`config.mk`:
```
export PLATFORM = sky130hd
export DESIGN_NAME = rne_rounder
export DESIGN_NICKNAME = d
export VERILOG_FILES = /design/src/rtl/rne_pkg.sv /design/src/rtl/rne_decide.sv /design/src/rtl/rne_adjust.sv /design/src/rtl/rne_pack.sv /design/src/rtl/rne_rounder.sv
export SDC_FILE = /design/constraint.sdc
export NUM_CORES = 1
export LEC_CHECK = 0
export ABC_AREA = 1
export BUFFER_PORTS_ARGS = -buffer_cell sky130_fd_sc_hd__buf_2
export CORE_UTILIZATION = 48
export DETAILED_ROUTE_END_ITERATION = 7
export MAX_ROUTING_LAYER = met4
export PLACE_DENSITY_LB_ADDON = 0.12
export REMOVE_ABC_BUFFERS = 1
export SLEW_MARGIN = 0
export SYNTH_ARGS = -nofsm -noshare
export SYNTH_HDL_FRONTEND = slang
export SYNTH_SLANG_ARGS = --single-unit
export TNS_END_PERCENT = 50
```
`constraint.sdc`:
```
create_clock -name vclk -period 2.72
set_input_delay 0.544 -clock vclk [all_inputs]
set_output_delay 0.544 -clock vclk [all_outputs]
set_load 0.1 [all_outputs]
```
`src/rtl/rne_pkg.sv`:
```
package rne_pkg;
  localparam int SIG_W  = 24;
  localparam int PROD_W = 2 * SIG_W;
  localparam int EXP_W  = 12;
  localparam int FLD_W  = 8;
  localparam int MANT_W = SIG_W - 1;
  localparam int RES_W  = 1 + FLD_W + MANT_W;
endpackage

```
`src/rtl/rne_decide.sv`:
```
module rne_decide #(
  parameter int SIG_W = rne_pkg::SIG_W
) (
  input  logic [SIG_W:0] tail_i,   // kept LSB plus discarded fraction
  output logic           round_up_o
);
  localparam logic [SIG_W-1:0] HALF = {1'b1, {(SIG_W-1){1'b0}}};

  logic [SIG_W-1:0] frac;
  logic             kept_lsb;
  logic             tie;

  always_comb begin
    frac     = tail_i[SIG_W-1:0];
    kept_lsb = tail_i[SIG_W];
    tie      = (frac == HALF);
    round_up_o = tie ? kept_lsb : (frac > HALF);
  end
endmodule

```
`src/rtl/rne_adjust.sv`:
```
module rne_adjust #(
  parameter int SIG_W  = rne_pkg::SIG_W,
  parameter int PROD_W = rne_pkg::PROD_W,
  parameter int EXP_W  = rne_pkg::EXP_W,
  parameter int FLD_W  = rne_pkg::FLD_W
) (
  input  logic [PROD_W-1:0] prod_i,
  input  logic [EXP_W-1:0]  exp_i,
  input  logic [FLD_W-1:0]  fld_i,
  input  logic              round_up_i,
  output logic [PROD_W-1:0] prod_o,
  output logic [EXP_W-1:0]  exp_o,
  output logic [FLD_W-1:0]  fld_o,
  output logic              carry_o
);
  localparam logic [PROD_W:0] INC =
    {{(PROD_W+1-SIG_W){1'b0}}, 1'b1, {(SIG_W-1){1'b0}}};
  localparam logic [PROD_W-1:0] TOP_BIT = {1'b1, {(PROD_W-1){1'b0}}};

  logic [PROD_W:0] sum;

  always_comb begin
    sum     = {1'b0, prod_i} + INC;
    carry_o = round_up_i & sum[PROD_W];
    prod_o  = prod_i;
    exp_o   = exp_i;
    fld_o   = fld_i;
    if (carry_o) begin
      prod_o = (sum[PROD_W-1:0] >> 1) | TOP_BIT;
      exp_o  = exp_i + EXP_W'(1);
      fld_o  = fld_i + FLD_W'(1);
    end else if (round_up_i) begin
      prod_o = sum[PROD_W-1:0];
    end
  end
endmodule

```
`src/rtl/rne_pack.sv`:
```
module rne_pack #(
  parameter int SIG_W = rne_pkg::SIG_W,
  parameter int EXP_W = rne_pkg::EXP_W,
  parameter int FLD_W = rne_pkg::FLD_W,
  parameter int RES_W = 1 + FLD_W + SIG_W - 1
) (
  input  logic             sign_i,
  input  logic [SIG_W-1:0] sig_i,   // rounded top bits, msb is hidden one
  input  logic [EXP_W-1:0] exp_i,
  input  logic [FLD_W-1:0] fld_i,
  output logic [RES_W-1:0] result_o
);
  localparam int MANT_W = SIG_W - 1;
  localparam logic [EXP_W-1:0] E_MAX   = EXP_W'(1) << (FLD_W - 1);
  localparam logic [EXP_W-1:0] SGN_FLP = {1'b1, {(EXP_W-1){1'b0}}};

  logic             in_range;
  logic [FLD_W-1:0] fld_out;

  always_comb begin
    // signed compare as unsigned after flipping the sign bit
    in_range = ((exp_i ^ SGN_FLP) < (E_MAX ^ SGN_FLP));
    fld_out  = fld_i;
    if (fld_i == '0 && sig_i[SIG_W-1]) fld_out = FLD_W'(1);
    if (in_range)
      result_o = {sign_i, fld_out, sig_i[MANT_W-1:0]};
    else
      result_o = {sign_i, {FLD_W{1'b1}}, {MANT_W{1'b0}}};
  end
endmodule

```
`src/rtl/rne_rounder.sv`:
```
module rne_rounder
  import rne_pkg::*;
#(
  parameter int P_SIG_W = SIG_W,
  parameter int P_EXP_W = EXP_W,
  parameter int P_FLD_W = FLD_W
) (
  input  logic                       sign_i,
  input  logic [2*P_SIG_W-1:0]       prod_i,
  input  logic [P_EXP_W-1:0]         exp_i,
  input  logic [P_FLD_W-1:0]         exp_fld_i,
  output logic [P_FLD_W+P_SIG_W-1:0] result_o
);
  localparam int L_PROD_W = 2 * P_SIG_W;
  localparam int L_MANT_W = P_SIG_W - 1;
  localparam int L_RES_W  = P_FLD_W + P_SIG_W;
  localparam int E_MAX    = 1 << (P_FLD_W - 1);

  logic                  round_up;
  logic                  carry;
  logic [L_PROD_W-1:0]   prod_adj;
  logic [P_EXP_W-1:0]    exp_adj;
  logic [P_FLD_W-1:0]    fld_adj;

  rne_decide #(.SIG_W(P_SIG_W)) u_decide (
    .tail_i     (prod_i[P_SIG_W:0]),
    .round_up_o (round_up)
  );

  rne_adjust #(
    .SIG_W(P_SIG_W), .PROD_W(L_PROD_W), .EXP_W(P_EXP_W), .FLD_W(P_FLD_W)
  ) u_adjust (
    .prod_i     (prod_i),
    .exp_i      (exp_i),
    .fld_i      (exp_fld_i),
    .round_up_i (round_up),
    .prod_o     (prod_adj),
    .exp_o      (exp_adj),
    .fld_o      (fld_adj),
    .carry_o    (carry)
  );

  rne_pack #(
    .SIG_W(P_SIG_W), .EXP_W(P_EXP_W), .FLD_W(P_FLD_W), .RES_W(L_RES_W)
  ) u_pack (
    .sign_i   (sign_i),
    .sig_i    (prod_adj[L_PROD_W-1 -: P_SIG_W]),
    .exp_i    (exp_adj),
    .fld_i    (fld_adj),
    .result_o (result_o)
  );

  logic adj_ovf;
  logic in_ovf;
  always_comb begin
    adj_ovf = ($signed(exp_adj) >= E_MAX);
    in_ovf  = ($signed(exp_i) >= E_MAX);

    assert_sign_pass_R1: assert (result_o[L_RES_W-1] == sign_i)
      else $error("sign not passed through");
    assert_trunc_R2: assert (round_up || adj_ovf ||
                             result_o[L_MANT_W-1:0] == prod_i[L_PROD_W-2 -: L_MANT_W])
      else $error("unrounded mantissa altered");
    assert_carry_R6: assert (!carry || result_o[L_MANT_W-1:0] == '0)
      else $error("carry-out mantissa not zero");
    assert_infinity_R10: assert (!in_ovf ||
      result_o[L_RES_W-2:0] == {{P_FLD_W{1'b1}}, {L_MANT_W{1'b0}}})
      else $error("overflow exponent not saturated");
    assert_promote_R8: assert (!(exp_fld_i == '0 && prod_adj[L_PROD_W-1] && !adj_ovf) ||
      result_o[L_RES_W-2 -: P_FLD_W] == P_FLD_W'(1))
      else $error("subnormal not promoted");
  end
endmodule

```
==> key figures, run 1 <==
Outcome
  • Outcome: aborted with a tool error
  • Failing step: 5_1_grt
  • Error msg: [ERROR GRT-0232] Routing congestion too high. Check the congestion heatmap in the GUI.

Logic synthesis
  • Seq/Total Area, Yosys: 0%
  • Mapped Cells: 301
  • Post-Syn Area per Cell: 5.042 µm²
  • Synth warn: 0
  • Post-Synthesis Cell Area: 1518 µm²
  • Distinct cells, synth: 29

Global route
  • GRT Resource Usage Total: 86.19%
  • Gr ovfl total: 174
  • Largest net degree at the start of global routing: 22

Floorplan
  • I/O pins: 101
  • Starting density of the core: 50.12%
  • Core Rows: 20
  • Chip Height: 58.23 µm
  • Die span in x: 58.23 µm

Placement
  • PortBufs: 99
  • DP HPWL: 4774 µm
  • GPL Wtd Cong: 0.9288
  • Area after DPL: 2671 µm²

Clock network
  • Post-CTS Setup Inserts: 0
  • Hold buffers post-CTS: 0

STA
  • Worst endpoint, post-GRT repair: result_o[13]
  • Worst_ep kind: output port
-- synthesized netlist by cell type --
master	n	area share, %
o211ai_1	2	0.99
buf_6	3	2.2
clkbuf_1	1	0.25
ha_1	2	1.6
inv_4	1	0.41
nor3_2	3	2.0
xor2_1	11	6.3
a21oi_1	4	1.3
inv_2	2	0.49
nor3_1	7	2.3
nor2_4	2	1.5
nand3_1	23	7.6
o21ai_0	18	5.9
buf_4	1	0.49
nand2_4	3	2.2
nor2_2	2	0.82
nand3_4	1	1.2
buf_2	1	0.33
nand2_2	3	1.2
nor2_1	60	15
a22oi_1	2	0.99
or2_2	1	0.41
nand4_1	2	0.82
nand3b_1	6	3.0
nor2_8	2	2.6
inv_1	26	6.4
xnor2_1	11	6.3
nand2_1	100	25
and2_4	1	0.58
-- routing by layer --
layer	GRT overflow	global-route usage, %
met5	-	-
met4	46	108.8
met3	0	42.19
met2	126	118.1
met1	2	77.70
-- metrics by stage --
stage          setup slack, ns  utilization, %  instances
2_1_floorplan           -1.421               -        295
3_3_place_gp        -0.0009814           88.22        463
3_5_place_dp          -0.06026           88.22        463
4_1_cts              0.0004150           88.72        463
-- kinds of logic after synthesis --
logic type | Yosys count | share of synthesized area [%]
simple gates | 216 | 65.79
buf+inv | 35 | 10.63
xor+xnor | 22 | 12.70
compound gates | 26 | 9.233
fa+ha+maj | 2 | 1.649
-- what timing repair did --
| item | in CTS |
|---|---|
| gates resized for setup | 4 |
| pin swaps | 1 |
| endpoints found under the setup margin | 2 |
| endpoints found under the hold margin | 0 |
==> run 2: changes to the inputs <==
--- a/config.mk
+++ b/config.mk
@@ -7,10 +7,9 @@
 export LEC_CHECK = 0
 export ABC_AREA = 1
 export BUFFER_PORTS_ARGS = -buffer_cell sky130_fd_sc_hd__buf_2
-export CORE_UTILIZATION = 48
+export CORE_UTILIZATION = 39
 export DETAILED_ROUTE_END_ITERATION = 7
-export MAX_ROUTING_LAYER = met4
-export PLACE_DENSITY_LB_ADDON = 0.12
+export PLACE_DENSITY_LB_ADDON = 0.15
 export REMOVE_ABC_BUFFERS = 1
 export SLEW_MARGIN = 0
 export SYNTH_ARGS = -nofsm -noshare
==> run 2 against run 1 <==
  * The run now ends clean
  * Synthesized cell count unchanged
  * Synthesized area unchanged
==> key figures, run 2 <==
STA
  • Final hold violation count: 0
  • PnR worst setup slack: 0.0008824 ns
  • Final TNS setup: 0 ns
  • Final worst-path cycle share: 99.97%
  • Tightest Pin Transition: 0.3441 ns
  • Slew HR: 76.89%
  • Slew Limit Fails: 0
  • Highest Clock Rate: 0.3678 GHz
  • RSZ-0062 raised after global routing: yes
  • Final setup vio count: 0
  • Final Critical Period: 2.719 ns

Global route
  • M2 GR Usage: 51.71%
  • Busiest grt layer: met2
  • Met3 usage: 2.500%
  • Initial antenna violation count: 0
  • Vias in the first global route: 2,231
  • M1 GR Usage: 28.99%
  • First-pass GRT wire length: 8845 µm
  • GRT Resource Usage Total: 25.59%
  • Gr ovfl total: 0
  • Largest net degree at the start of global routing: 22

Outcome
  • Outcome: finished clean (was aborted with a tool error)

Logic synthesis
  • Distinct cells, synth: 29 (unchanged)
  • Mapped Cells: 301 (unchanged)
  • Synth top cells by count: nand2_1, nor2_1, inv_1 (unchanged)
  • Seq/Total Area, Yosys: 0% (unchanged)
  • Synth warn: 0 (unchanged)
  • Count leader, synth: nand2_1 (unchanged)
  • Post-Syn Area per Cell: 5.042 µm² (unchanged)
  • Top cell type's share of synthesized area: 24.73% (unchanged)
  • Synth area leaders: nand2_1, nor2_1, nand3_1 (unchanged)
  • Synth area leader: nand2_1 (unchanged)
  • Post-Synthesis Cell Area: 1518 µm² (unchanged)

Floorplan
  • Core area: 3689 µm²
  • Die span in x: 64.38 µm (was 58.23 µm)
  • Starting density of the core: 41.15% (was 50.12%)
  • Total Die Area: 4145 µm²
  • Core Rows: 22 (was 20)
  • I/O pins: 101 (unchanged)
  • Chip Height: 64.38 µm (was 58.23 µm)

Pwr
  • Worst vdd ir: 0.1212 mV
  • Clock power frac: 0%
  • Internal power: 0.0002196 W
  • NetSw: 0.0003879 W
  • P_leak: 1.441 nW
  • Sw Share: 63.85%
  • Sequential Power Share: 0%
  • Power Dens Cells: 216.9 nW/µm²
  • Gate power share: 100.0%

Setup path
  • Crit path max fanout: 4
  • Crit path max-delay family: simple AND/OR/NAND/NOR gates
  • Worst EP required: 2.18 ns
  • Critical path's slowest cell: nor3_2
  • CP dominant cell by count: nand2_1
  • CP Launch Type: primary input
  • Setup CP Type: in -> out
  • CP max stage delay: 0.25 ns
  • Worst setup EP type: output pin
  • Worst path cell trace: buf_2, nand2_1, buf_4, inv_1, nand2_1, nor2_1, nand2_1, xor2_1, nand2_1, o21ai_0, nor3_2, buf_12
  • Worst EP arrival: 2.18 ns
  • Buf+Inv Stages, Crit Path: 4

Cells and area
  • Sequential cell area: 0 µm²
  • Nets: 494
  • Clock buf count: 0
  • Share of post-route cells with drive strength above 1: 39.90%
  • Layout area overhead: 84.58%
  • Antenna diodes: 0
  • Finished Layout Cells: 469
  • Final instance area: 2801 µm²
  • Final core utilization: 75.95%
  • Layout fillers: 302
  • Commonest non-fill, non-tap cell in the layout: nand2_1
  • Most frequent cells in the layout: nand2_1, buf_2, nor2_1
  • FFs & Latches: 0

Routing
  • Drt pass-1 iters: 5
  • Via/cell ratio: 5.072
  • DRC violations left: 0
  • Drt total wl: 5581 µm
  • Post-route ant nets: 0
  • Vias: 2,379
  • Initial DRC Count: 78
  • Average wire per standard cell: 11.90 µm

Placement
  • PortBufs: 99 (unchanged)
  • Place WS: 0.003469 ns (was -0.06026 ns)
  • GPL Wtd Cong: 0.9687 (was 0.9288)
  • Area after DPL: 2669 µm² (was 2671 µm²)
  • Dpl cells: 466 (was 463)
  • DP HPWL: 4457 µm (was 4774 µm)

Clock network
  • Hold buffers post-CTS: 0 (unchanged)

Min path
  • Hold Crit Class: in -> out

Job
  • Number of max-cap violations: 0
run 2: cell counts after synthesis:
Identical to the previous run, type by type.
run 2: repair_timing:
action	CTS	global route
pin swaps	0	7
buffers inserted	0	2
resized for setup	0	31
gates cloned	0	1
endpoints found under the setup margin	1	21
run 2: power by group through the flow:
stage	registers (W)	logic (W)	clock network, W
global route	0	0.000640	0
detailed placement	0	0.000587	0
CTS	0	0.000589	0
finish	0	0.000608	0
floorplan	0	0.000340	0
global placement	0	0.000581	0
run 2: routing by layer:
| layer | vias to the layer above | share of wire, % |
|---|---|---|
| met4 | 0 | 1.3 |
| met1 | 1068 | 40 |
| met5 | - | 0 |
| met2 | 108 | 51 |
| li1 | 1193 | - |
| met3 | 10 | 7.2 |
run 2: path summary, 6_finish.rpt:
kind | to | startpoint | slack (ns) | depth (start not counted)
max | result_o[11] | prod_i[28] | 0.0009 | 12
min | result_o[31] | sign_i | 1.09 | 0
run 2: final cells by class:
type,instances,area [µm²],area share [%]
Inverter,29,123.9,4.422
Timing Repair inverter,1,5.005,0.1787
Multi-Input combinational cell,266,1453,51.85
Tap cell,48,60.06,2.144
Timing Repair Buffer,125,1160,41.40
run 2: logic make-up (layout without fill, tap and decap cells):
logic type | Yosys count | in the layout | share of synthesized area, %
adder cells (fa/ha/maj) | 2 | 2 | 1.649
XOR/XNOR | 22 | 22 | 12.70
AO/OA/AOI/OAI | 26 | 26 | 9.233
AND/OR/NAND/NOR | 216 | 216 | 65.79
buffers and inverters | 35 | 155 | 10.63
run 2: through the flow:
step / hold WS, ns / power, W
finish: 1.088 / 0.0006075
detailed placement: 1.089 / 0.0005875
global placement: 1.089 / 0.0005813
CTS: 1.089 / 0.0005891
global route: 1.089 / 0.0006405
floorplan: 1.088 / 0.0003404
No activity file was read; power rests on OpenSTA's default activity.
==> run 3: changes to the inputs <==
--- a/config.mk
+++ b/config.mk
@@ -7,7 +7,7 @@
 export LEC_CHECK = 0
 export ABC_AREA = 1
 export BUFFER_PORTS_ARGS = -buffer_cell sky130_fd_sc_hd__buf_2
-export CORE_UTILIZATION = 39
+export CORE_UTILIZATION = 25
 export DETAILED_ROUTE_END_ITERATION = 7
 export PLACE_DENSITY_LB_ADDON = 0.15
 export REMOVE_ABC_BUFFERS = 1
==> run 3 against run 2 <==
  * Sequential share of layout area unchanged
  * Sequential cell count unchanged
  * Via count down 2.1%
  * Worst setup slack better by 0.062 ns
  * Largest power group unchanged
  * Cell area up 7.8%
  * Final cell count up 8.7%
  * Largest cell class unchanged
  * Non-clock buffer count up 15
  * Clock-buffer cell count unchanged
  * Worst hold slack about the same
  * Critical path type unchanged
  * Utilization down 25 points
==> key figures, run 3 (synthesis results as in run 2) <==
Outcome
  • Outcome: finished clean (unchanged)

Routing
  • Drt pass-1 iters: 4 (was 5)
  • Average wire per standard cell: 11.48 µm (was 11.90 µm)
  • Via/cell ratio: 4.569 (was 5.072)
  • Initial DRC Count: 82 (was 78)
  • Routed length on met2: 2960 µm (was 2872 µm)
  • Wire length on met1: 2659 µm (was 2231 µm)
  • Met3 Wirelength: 198 µm (was 403 µm)
  • DRC violations left: 0 (unchanged)
  • Top layer used by detailed routing: met4 (unchanged)
  • Vias: 2,330 (was 2,379)
  • Post-route ant nets: 0 (unchanged)
  • Drt total wl: 5857 µm (was 5581 µm)

Pwr
  • Power Dens Cells: 209.2 nW/µm² (was 216.9 nW/µm²)
  • Worst vdd ir: 0.1427 mV (was 0.1212 mV)
  • P_leak: 1.544 nW (was 1.441 nW)

Floorplan
  • Chip Height: 79.92 µm (was 64.38 µm)
  • I/O pins: 101 (unchanged)
  • Die span in x: 79.92 µm (was 64.38 µm)
  • Starting density of the core: 25.79% (was 41.15%)
  • Total Die Area: 6386 µm² (was 4145 µm²)
  • Core area: 5886 µm² (was 3689 µm²)
  • Core Rows: 28 (was 22)

STA
  • Slew HR: 77.26% (was 76.89%)
  • RSZ-0062 raised after global routing: yes (unchanged)
  • Final Critical Period: 2.657 ns (was 2.719 ns)
  • Final TNS setup: 0 ns (unchanged)
  • Final setup vio count: 0 (unchanged)
  • Final hold violation count: 0 (unchanged)
  • Slew Limit Fails: 0 (unchanged)
  • Tightest Pin Transition: 0.3385 ns (was 0.3441 ns)
  • Highest Clock Rate: 0.3764 GHz (was 0.3678 GHz)
  • Hold WS: 1.088 ns (about the same)
  • Final worst-path cycle share: 97.69% (was 99.97%)

Setup path
  • Crit path max-delay family: simple AND/OR/NAND/NOR gates (unchanged)
  • Worst EP required: 2.18 ns (about the same)
  • Worst setup EP type: output pin (unchanged)
  • Setup CP Type: in -> out (unchanged)
  • Crit path max fanout: 5 (was 4)
  • CP dominant cell by count: nor2_1 (was nand2_1)
  • Buf+Inv Stages, Crit Path: 4 (unchanged)
  • Critical path's slowest cell: nor2_1 (was nor3_2)
  • CP max stage delay: 0.21 ns (was 0.25 ns)
  • Worst path cell trace: buf_2, nor2_2, nand2_1, nor2_1, nand3_1, nand2_2, clkinvlp_4, buf_4, nand3b_1, o211ai_1, nor2_1, buf_12 (was buf_2, nand2_1, buf_4, inv_1, nand2_1, nor2_1, nand2_1, xor2_1, nand2_1, o21ai_0, nor3_2, buf_12)
  • CP Launch Type: primary input (unchanged)
  • Worst EP arrival: 2.11 ns (was 2.18 ns)

Cells and area
  • FFs & Latches: 0 (unchanged)
  • Share of post-route cells with drive strength above 1: 44.83% (was 39.90%)
  • Nets: 508 (was 494)
  • Layout area overhead: 99.01% (was 84.58%)
  • Sequential cell area: 0 µm² (unchanged)
  • Most frequent cells in the layout: nand2_1, buf_2, nor2_1 (unchanged)
  • Commonest non-fill, non-tap cell in the layout: nand2_1 (unchanged)
  • Clock buf count: 0 (unchanged)
  • Antenna diodes: 0 (unchanged)
  • Final instance area: 3020 µm² (was 2801 µm²)

Placement
  • DP HPWL: 4783 µm (was 4457 µm)
  • PortBufs: 99 (unchanged)
  • GPL Wtd Cong: 0.8524 (was 0.9687)
  • Area after DPL: 2770 µm² (was 2669 µm²)

Job
  • Number of max-cap violations: 0 (unchanged)

Min path
  • Hold Crit Class: in -> out (unchanged)

Global route
  • GRT Resource Usage Total: 18.41% (was 25.59%)
  • Vias in the first global route: 2,228 (was 2,231)
  • Initial antenna violation count: 0 (unchanged)
  • First-pass GRT wire length: 9666 µm (was 8845 µm)
  • Gr ovfl total: 0 (unchanged)
  • Largest net degree at the start of global routing: 22 (unchanged)

Clock network
  • Hold buffers post-CTS: 0 (unchanged)
-- run 3: changes by cell type in the layout (fill, tap and decap cells not counted), sizes merged --
cell      change
buf          +16
clkbuf        -1
clkinvlp      -1
-- run 3: layout make-up --
type                       count  area (µm²)
inverter                      29       126.4
multi-input combinational    266        1496
tap                           75       93.84
fill                         598        2865
timing repair buffer         140        1304
-- run 3: repair_timing --
action	in CTS	in global routing
pin swaps	0	16
endpoints found under the setup margin	8	20
gates resized for setup	3	49
buffers inserted	0	8
-- run 3: report_power, final --
part           internal, W  switching [W]  leakage, nW
Clock                    0              0            0
Combinational     0.000238       0.000394         1.54
Sequential               0              0            0
Total             0.000238       0.000394         1.54
-- run 3: final timing paths --
kind	slack [ns]	to	cells past startpoint	startpoint
max	0.06	result_o[15]	12	prod_i[18]
min	1.09	result_o[31]	0	sign_i
-- run 3: routing by layer --
layer | GRT usage [%] | up-vias
met5 | 0 | -
met4 | 2.143 | 0
met3 | 0.5714 | 4
met2 | 34.62 | 53
met1 | 23.62 | 1048
li1 | - | 1225
-- run 3: stage by stage --
| step | setup slack, ns | instances | power [W] | utilization (%) |
|---|---|---|---|---|
| after floorplan | -1.421 | 295 | 0.0003404 | - |
| after global placement | -0.07748 | 502 | 0.0006003 | 47.07 |
| after detailed placement | -0.05511 | 502 | 0.0006001 | 47.07 |
| after CTS | 0.001780 | 502 | 0.0006028 | 47.26 |
| after global routing | -0.08024 | 510 | 0.0006692 | 51.32 |
| final | 0.06296 | 510 | 0.0006320 | 51.32 |
==> run 4: changes to the inputs <==
--- a/config.mk
+++ b/config.mk
@@ -6,9 +6,10 @@
 export NUM_CORES = 1
 export LEC_CHECK = 0
 export ABC_AREA = 1
-export BUFFER_PORTS_ARGS = -buffer_cell sky130_fd_sc_hd__buf_2
+export BUFFER_PORTS_ARGS = -buffer_cell sky130_fd_sc_hd__buf_4
 export CORE_UTILIZATION = 25
 export DETAILED_ROUTE_END_ITERATION = 7
+export GPL_TIMING_DRIVEN = 0
 export PLACE_DENSITY_LB_ADDON = 0.15
 export REMOVE_ABC_BUFFERS = 1
 export SLEW_MARGIN = 0
==> run 4 against run 3 <==
  * Die area unchanged
  * Sequential share of layout area unchanged
  * Routed wire length increased by 1.9%
  * Non-clock buffer count decreased by 27
  * Sequential cell count unchanged
  * Via count decreased by 3.1%
==> key figures, run 4 (synthesis results as in run 2) <==
STA
  • Slew Limit Fails: 0 (unchanged)
  • Final setup vio count: 0 (unchanged)
  • Slew HR: 78.76% (was 77.26%)
  • Final hold violation count: 0 (unchanged)
  • Hold WS: 1.088 ns (about the same)
  • PnR worst setup slack: 0.06866 ns (was 0.06296 ns)
  • Tightest Pin Transition: 0.3153 ns (was 0.3385 ns)
  • Final Critical Period: 2.651 ns (was 2.657 ns)
  • Highest Clock Rate: 0.3772 GHz (was 0.3764 GHz)
  • Final worst-path cycle share: 97.48% (was 97.69%)

Cells and area
  • Sequential cell area: 0 µm² (unchanged)
  • Nets: 487 (was 508)
  • Final instance area: 2829 µm² (was 3020 µm²)
  • Clock buf count: 0 (unchanged)
  • Most frequent cells in the layout: buf_4, nand2_1, nor2_1 (was nand2_1, buf_2, nor2_1)
  • FFs & Latches: 0 (unchanged)
  • Layout area overhead: 86.40% (was 99.01%)
  • Layout fillers: 631 (was 598)
  • Antenna diodes: 0 (unchanged)
  • Share of post-route cells with drive strength above 1: 41.55% (was 44.83%)
  • Commonest non-fill, non-tap cell in the layout: buf_4 (was nand2_1)

Setup path
  • Worst EP required: 2.18 ns (about the same)
  • CP Launch Type: primary input (unchanged)
  • Worst setup EP type: output pin (unchanged)
  • Worst EP arrival: 2.11 ns (about the same)
  • CP max stage delay: 0.24 ns (was 0.21 ns)
  • Critical path's slowest cell: xor2_1 (was nor2_1)
  • Crit path max fanout: 5 (unchanged)
  • CP dominant cell by count: buf_4 (was nor2_1)
  • Setup CP Type: in -> out (unchanged)
  • Worst path cell trace: buf_12, nand2_4, nor2_4, nand3_4, nor2_8, buf_4, nand3_2, nor2_1, xor2_1, a21oi_1, buf_4 (was buf_2, nor2_2, nand2_1, nor2_1, nand3_1, nand2_2, clkinvlp_4, buf_4, nand3b_1, o211ai_1, nor2_1, buf_12)

Pwr
  • Final Total Pwr: 0.0005760 W (was 0.0006320 W)
  • P_leak: 1.408 nW (was 1.544 nW)
  • Power Dens Cells: 203.6 nW/µm² (was 209.2 nW/µm²)
  • Worst vdd ir: 0.1355 mV (was 0.1427 mV)

Clock network
  • Hold buffers post-CTS: 0 (unchanged)

Routing
  • DRC violations left: 0 (unchanged)
  • Via/cell ratio: 4.618 (was 4.569)
  • Vias: 2,258 (was 2,330)
  • Drt total wl: 5970 µm (was 5857 µm)
  • Initial DRC Count: 95 (was 82)
  • Drt pass-1 iters: 4 (unchanged)
  • Average wire per standard cell: 12.21 µm (was 11.48 µm)
  • Post-route ant nets: 0 (unchanged)

Outcome
  • Outcome: finished clean (unchanged)

Placement
  • PortBufs: 99 (unchanged)
  • GPL Wtd Cong: 0.8694 (was 0.8524)
  • Area after DPL: 2305 µm² (was 2770 µm²)
  • DP HPWL: 4347 µm (was 4783 µm)
  • Place WS: -0.2827 ns (was -0.05511 ns)

Global route
  • Vias in the first global route: 2,082 (was 2,228)
  • GRT Resource Usage Total: 16.70% (was 18.41%)
  • Initial antenna violation count: 0 (unchanged)
  • First-pass GRT wire length: 8907 µm (was 9666 µm)
  • Gr ovfl total: 0 (unchanged)
  • Largest net degree at the start of global routing: 25 (was 22)

Job
  • Number of max-cap violations: 0 (unchanged)

Floorplan
  • I/O pins: 101 (unchanged)
  • Starting density of the core: 25.79% (unchanged)
  • Total Die Area: 6386 µm² (unchanged)
  • Core Rows: 28 (unchanged)
  • Chip Height: 79.92 µm (unchanged)
  • Core area: 5886 µm² (unchanged)
  • Die span in x: 79.92 µm (unchanged)

Min path
  • Hold Crit Class: in -> out (unchanged)
run 4: metal layers:
layer | global-route usage [%] | up-vias | share of wire, %
li1 | - | 1182 | -
met1 | 20.69 | 1016 | 43
met2 | 32.91 | 58 | 51
met3 | 0.4571 | 2 | 4.8
met4 | 0.8929 | 0 | 0.32
met5 | 0 | - | 0
run 4: final timing paths:
kind	startpoint	end	cells past startpoint
setup / recovery	prod_i[25]	result_o[20]	11
hold / removal	sign_i	result_o[31]	0
run 4: area by class of cell:
| cell class | count | area, µm² | share of cell area (%) |
|---|---|---|---|
| multi-input combinational | 268 | 1574 | 55.64 |
| timing repair buffer | 113 | 988.4 | 34.94 |
| inverter | 29 | 133.9 | 4.732 |
| tap | 75 | 93.84 | 3.317 |
| timing repair inverter | 4 | 38.79 | 1.371 |
run 4: worst max-delay path: cells and delay by family:
family | cells | cell delay, ns
xor+xnor | 1 | 0.24
simple gates | 6 | 0.76
compound gates | 1 | 0.10
buf+inv | 3 | 0.46
run 4: power breakdown:
| group | total (W) | switching [W] | internal (W) |
|---|---|---|---|
| logic | 0.000576 | 0.000385 | 0.000191 |
| clock network | 0 | 0 | 0 |
| registers | 0 | 0 | 0 |
run 4: through the flow:
step / std cells / util (%) / TNS [ns]
after floorplan: 295 / - / -16.47
after global placement: 469 / 39.16 / -3.970
after detailed placement: 469 / 39.16 / -3.952
after CTS: 472 / 41.71 / -0.07317
after global routing: 489 / 48.07 / -0.08861
final: 489 / 48.07 / 0
run 4: what timing repair did:
item                                    4_1_cts  5_1_grt
hold endpoints to repair                      0        0
buffers inserted                              2       12
pin swaps                                     3       21
resized for setup                            34       59
cloned                                        1        5
endpoints found under the setup margin       24       24
